### config.mk
export PLATFORM = sky130hd
export DESIGN_NAME = lcd_nibble_writer
export DESIGN_NICKNAME = d
export VERILOG_FILES = /design/src/rtl/lcd_nibble_writer.sv
export SDC_FILE = /design/constraint.sdc
export NUM_CORES = 1
export LEC_CHECK = 0
export ABC_AREA = 1
export BUFFER_PORTS_ARGS = -buffer_cell sky130_fd_sc_hd__buf_2
export CAP_MARGIN = 20
export CORE_MARGIN = 10
export CORE_UTILIZATION = 40
export CTS_CLUSTER_DIAMETER = 100
export DETAILED_ROUTE_END_ITERATION = 7
export GPL_TIMING_DRIVEN = 0
export PLACE_DENSITY = 0.55
export SLEW_MARGIN = 25
export SYNTH_ARGS = -nofsm -noshare
export SYNTH_HDL_FRONTEND = slang
export SYNTH_SLANG_ARGS = --single-unit
### constraint.sdc
create_clock -name clk -period 2.46 [get_ports clk]
set_clock_uncertainty 0.1 [all_clocks]
set_input_delay 0 -clock clk [delete_from_list [all_inputs] [get_ports clk]]
set_output_delay 0 -clock clk [all_outputs]
set_load 0.02 [all_outputs]
### src/rtl/lcd_nibble_writer.sv
module lcd_nibble_writer #(
  parameter int SETUP_CYC     = 4,
  parameter int PULSE_CYC     = 40,
  parameter int BYTE_WAIT_CYC = 5000,
  parameter int NIB_WAIT_CYC  = 625000,
  parameter int PWR_WAIT_CYC  = 2000000
) (
  input  logic       clk,
  input  logic       rst_n,
  input  logic [7:0] wr_data,
  input  logic       wr_rs,
  input  logic       wr_stb,
  output logic       busy,
  output logic [3:0] lcd_db,
  output logic       lcd_en,
  output logic       lcd_rs,
  output logic       lcd_rw
);
  localparam int M1 = (SETUP_CYC > PULSE_CYC) ? SETUP_CYC : PULSE_CYC;
  localparam int M2 = (BYTE_WAIT_CYC > NIB_WAIT_CYC) ? BYTE_WAIT_CYC : NIB_WAIT_CYC;
  localparam int M3 = (M1 > M2) ? M1 : M2;
  localparam int MAXC = (M3 > PWR_WAIT_CYC) ? M3 : PWR_WAIT_CYC;
  localparam int CW = $clog2(MAXC + 1);
  localparam logic [CW-1:0] SETUP_END = CW'(SETUP_CYC - 1);
  localparam logic [CW-1:0] PULSE_END = CW'(PULSE_CYC - 1);
  localparam logic [CW-1:0] BYTE_END  = CW'(BYTE_WAIT_CYC - 1);
  localparam logic [CW-1:0] NIB_END   = CW'(NIB_WAIT_CYC - 1);
  localparam logic [CW-1:0] PWR_END   = CW'(PWR_WAIT_CYC - 1);
  localparam logic [2:0]    LAST_STEP = 3'd7;

  typedef enum logic [2:0] {S_PWR, S_SETUP, S_PULSE, S_GAP, S_IDLE} st_t;

  st_t           st;
  logic [CW-1:0] cnt;
  logic [2:0]    step;
  logic          ready, single, lo, rs_q;
  logic [7:0]    byte_q;

  function automatic logic [8:0] init_item(input logic [2:0] s);
    case (s)
      3'd0, 3'd1, 3'd2: init_item = {1'b1, 8'h30};
      3'd3:             init_item = {1'b1, 8'h20};
      3'd4:             init_item = {1'b0, 8'h28};
      3'd5:             init_item = {1'b0, 8'h0C};
      3'd6:             init_item = {1'b0, 8'h06};
      default:          init_item = {1'b0, 8'h01};
    endcase
  endfunction

  wire [CW-1:0] gap_end = single ? NIB_END : BYTE_END;

  always_ff @(posedge clk) begin
    if (!rst_n) begin
      st <= S_PWR; cnt <= '0; step <= '0; ready <= 1'b0;
      single <= 1'b0; lo <= 1'b0; rs_q <= 1'b0; byte_q <= '0;
    end else begin
      case (st)
        S_PWR:
          if (cnt == PWR_END) begin
            {single, byte_q} <= init_item(step);
            rs_q <= 1'b0; lo <= 1'b0; cnt <= '0; st <= S_SETUP;
          end else cnt <= cnt + 1'b1;
        S_SETUP:
          if (cnt == SETUP_END) begin
            cnt <= '0; st <= S_PULSE;
          end else cnt <= cnt + 1'b1;
        S_PULSE:
          if (cnt == PULSE_END) begin
            cnt <= '0;
            if (!single && !lo) begin
              lo <= 1'b1; st <= S_SETUP;
            end else st <= S_GAP;
          end else cnt <= cnt + 1'b1;
        S_GAP:
          if (cnt == gap_end) begin
            cnt <= '0;
            if (ready) st <= S_IDLE;
            else if (step == LAST_STEP) begin
              ready <= 1'b1; st <= S_IDLE;
            end else begin
              step <= step + 1'b1;
              {single, byte_q} <= init_item(step + 1'b1);
              rs_q <= 1'b0; lo <= 1'b0; st <= S_SETUP;
            end
          end else cnt <= cnt + 1'b1;
        default:
          if (wr_stb) begin
            byte_q <= wr_data; rs_q <= wr_rs;
            single <= 1'b0; lo <= 1'b0; cnt <= '0; st <= S_SETUP;
          end
      endcase
    end
  end

  assign busy   = (st != S_IDLE);
  assign lcd_en = (st == S_PULSE);
  assign lcd_db = lo ? byte_q[3:0] : byte_q[7:4];
  assign lcd_rs = rs_q;
  assign lcd_rw = 1'b0;
endmodule


==> flow_results.org <==
** Cells and area
- Filler cell count in the final layout :: 761
- In the final design database the tool counted 494 nets.
- Summing all non-filler instances in the final layout gives an area of 3213 sq um.
- Leading cell type in the layout, fill and taps excluded :: nand2_1
- Summing all flip-flop and latch instances after layout gives 780.7 sq um.
- Synth-to-Final Area Change :: 13.73%
- Antenna diodes :: 0
- Cells with a size suffix above 1 make up 13.53% of the layout.
- Summing all multi-input logic gate instances after layout gives 1695 sq um.
- In the layout the commonest cells are nand2_1 (122), inv_1 (54), nor2_1 (49).

** Route
- DR vias/cell :: 4.815
- In the routed design, unresolved DRC markers number 0.
- WL per Instance :: 13.23 um
- Iter 0 DRT Violations :: 90
- The routed design has between 7000 and 8000 um of wire.
- The count of nets left with antenna violations once routing finished came out at 0.
- The detailed router placed 2740 vias in this run.
- 1st-pass router iterations :: 4

** Worst setup path
- Across all register-to-register paths, the minimum setup slack is 0.24 ns.
- Source of the worst register-to-register timing path :: step[0]
- The critical path contains buffers and inverters numbering 2 combined.
- Category of the worst setup path capture point :: flop
- Measured in cells, the most critical reg-to-reg path has a length of 11.
- Kind of launch point of the worst setup path :: flop
- Arrival time of data at the critical path endpoint :: between 2 and 2.5 ns
- In this run the worst path has a maximum fanout of 10.
- The critical path is of the reg -> reg type.
- At the worst endpoint, the required time is approximately 2.6 ns.
- Path length in cells of the critical path :: 11
- Kind of cell adding the most delay to the critical path :: simple AND/OR/NAND/NOR gates
- Largest incremental delay on the critical path :: between 0.3 and 0.4 ns
- Walking the worst path, the cells encountered are ha_1 -> ha_1 -> inv_1 -> nand2_1 -> nand2_4 -> nand2_1 -> nor3_4 -> nand3_4 -> buf_6 -> nor3_2 -> nor2_1.
- Highest-delay cell along the critical path :: dfxtp_1
- Endpoint of the worst register-to-register path :: byte_q[0]

** Timing
- Count of endpoints failing hold in the final timing report :: 0
- Final critical-path required period :: 2.225 ns
- For the final routed database, the setup TNS stands at 0 ns.
- Based on the critical path, the design can be clocked at up to 0.4495 GHz.
- Setup repair after global routing left no endpoint under its margin.
- At the pin with the least slew margin, the transition time is 0.5168 ns.
- Worst slew margin :: 65.55%
- Setup violations remaining at the end of the flow were counted as 0.
- Final cycle utilization of the critical path :: 90.43%
- Number of max-slew violations in the final report :: 0

** Yosys
- Sequential elements use around 28% of the synthesized area.
- Synth warnings :: 0
- Counting every instance in the synthesized netlist gives about 440.
- Main area contributors after synthesis :: dfxtp_1 (28%), nand2_1 (16%), inv_1 (7.2%)
- In this run the biggest area consumer among cell types represents roughly 28% of the synthesized area.
- Asr flop ratio synth :: 0%
- The synthesized netlist occupies a cell area of 2825 sq um.
- Counting flops with a built-in enable in the synthesized netlist gives 0.
- Dividing the synthesized area by the synthesized cell count gives 6.406 sq um.
- After synthesis the netlist holds a flip-flop and latch count of 39.
- Cell taking the most area after synthesis :: dfxtp_1
- The netlist uses 39 different library cells.
- Dominant synthesized flop cell :: dfxtp_1
- Synth Net Count :: between 400 and 500

** Hold path
- Counting instances, the worst hold path has a depth of 5.
- For hold timing, the worst endpoint is lcd_rs.
- The worst hold path begins at wr_rs.
- Worst min path class :: in -> reg

** Place
- IO Port Bufs :: 18
- HPWL Detailed :: a little under 6000 um
- After detailed placement, the total cell area comes to 3035 sq um.
- Routability-driven placement finished with a final weighted congestion of 0.9237.

** Floorplanning
- Initial core utilization :: 41.36%
- In this run the count of I/O pins placed on the die edge is 20.
- Measured along the x axis, the die boundary spans 104.0 um.
- Die Y :: 104.0 um
- Die Outline Area :: 10820 sq um
- Std-Cell Core Area :: 6832 sq um
- # rows :: 30

** Global routing
- Aggregate global-route resource usage :: roughly 14%
- Entering global routing, the biggest net connects 13 pins.
- The initial antenna violation count was 0.
- First-pass GRT wire length :: 13010 um
- The number of global-route vias before repair is about 2800.
- Grt total ovfl :: 0

** Outcome
- The run finished with clean final reports.

** CTS
- The tree is rooted in a clkbuf_8.
- Cts bufs inserted :: 5
- After clock tree synthesis, the flow added hold-fix buffers numbering 6.
- Clock tree from TritonCTS :: done
- CTS-repair resized insts :: 0
- After clock tree synthesis, the clock-pin slew on the worst setup and hold paths is roughly 0.080 ns.
- The longest clock path from root to sink contains 2 buffers.
- Clock sink total :: 39
- H-tree lvl count :: 2
- Once the clock tree was built, the setup fixing pass inserted 0 buffers.
- Skew-Pair Late Insertion Delay :: 0.30 ns

** Pwr
- Peak VDD IR :: 0.0004927 V
- The analysis attributes to cell leakage a power of 0.001463 uW.
- For this design the ratio of total power to cell area is 887.8 nW/um^2.

** Job
- Max-capacitance violation count :: 0
area by class of cell:
class                   instances  area share (%)
clock inverters                 2           1.090
well taps                      96           3.738
repair buffers                 24           4.673
multi-input cells             325           52.76
flip-flops and latches         39           24.30
clock buffers                   6           2.570
inverters                      61           7.165
plain buffers                  16           3.699
cell families after synthesis:
kind of cell               count (synthesis)  synth area share [%]
AOI/OAI and AO/OA                         62                 12.40
other                                      1                0.1327
xor gates and xnor gates                  14                 4.340
adders and majority gates                 10                 4.429
buffers and inverters                     77                 12.36
DFF                                       39                 27.64
and+or+nand+nor                          238                 38.71
worst max path at each step:
stage          startpoint        end  slack [ns]
5_1_grt           step[0]     single        0.04
3_3_place_gp      step[0]  byte_q[0]        0.28
6_report          step[0]  byte_q[0]        0.24
3_5_place_dp      step[0]  byte_q[0]        0.25
2_1_floorplan     step[0]  byte_q[0]        0.53
4_1_cts           step[0]  byte_q[0]        0.23
synth_stat cells (3+ instances only):
master and count:
a21oi_1 34, nor2_1 49, o211ai_1 8, ha_1 10, inv_1 54, dfxtp_1 39, nand4_1 12, inv_2 5
buf_4 4, xnor2_1 3, nor2_2 6, xor2_1 11, clkbuf_1 5, nand2_4 4, nor3_1 9, buf_6 4
nand3_1 24, o21ai_0 11, nand2_1 122
metal layers:
| metal | up-vias | global-route usage, % | part of all wire (%) |
|---|---|---|---|
| met5 | - | 0 | 0 |
| met4 | 0 | 3.678 | 1.6 |
| met3 | 14 | 2.912 | 3.1 |
| met2 | 45 | 26.13 | 49 |
| met1 | 1218 | 15.82 | 46 |
| li1 | 1463 | - | - |
sequential cells by signal, indices dropped and copies added, names as in the netlist:
signal / flops
byte_q: 8
cnt: 21
lcd_rs: 1
lo: 1
ready: 1
single: 1
st: 3
step: 3
power breakdown:
part	internal (uW)	switching (uW)	total, uW
Clock	329	256	585
Combinational	485	974	1460
Sequential	729	79.4	809
Total	1540	1310	2850
through the flow:
stage | power [uW] | hold slack [ns] | utilization (%) | std cells | setup WS (ns)
2_1_floorplan | 1918 | 0.02578 | - | 441 | 0.5326
4_1_cts | 2890 | 0.001937 | 47.03 | 569 | 0.2308
3_3_place_gp | 2279 | 0.1300 | 44.43 | 555 | 0.2816
3_5_place_dp | 2296 | 0.1451 | 44.43 | 555 | 0.2519
6_report | 2853 | 0.0006511 | 47.03 | 569 | 0.2354
5_1_grt | 3079 | 0.01410 | 47.03 | 569 | 0.04351
worst register-to-register path, delay by kind of cell, from the launching register on:
kind	cells	cell delay (ns)
adders and majority gates	2	0.51
buffers and inverters	2	0.26
DFF	1	0.34
and+or+nand+nor	7	0.91
Power figures use the tool's default switching activity.
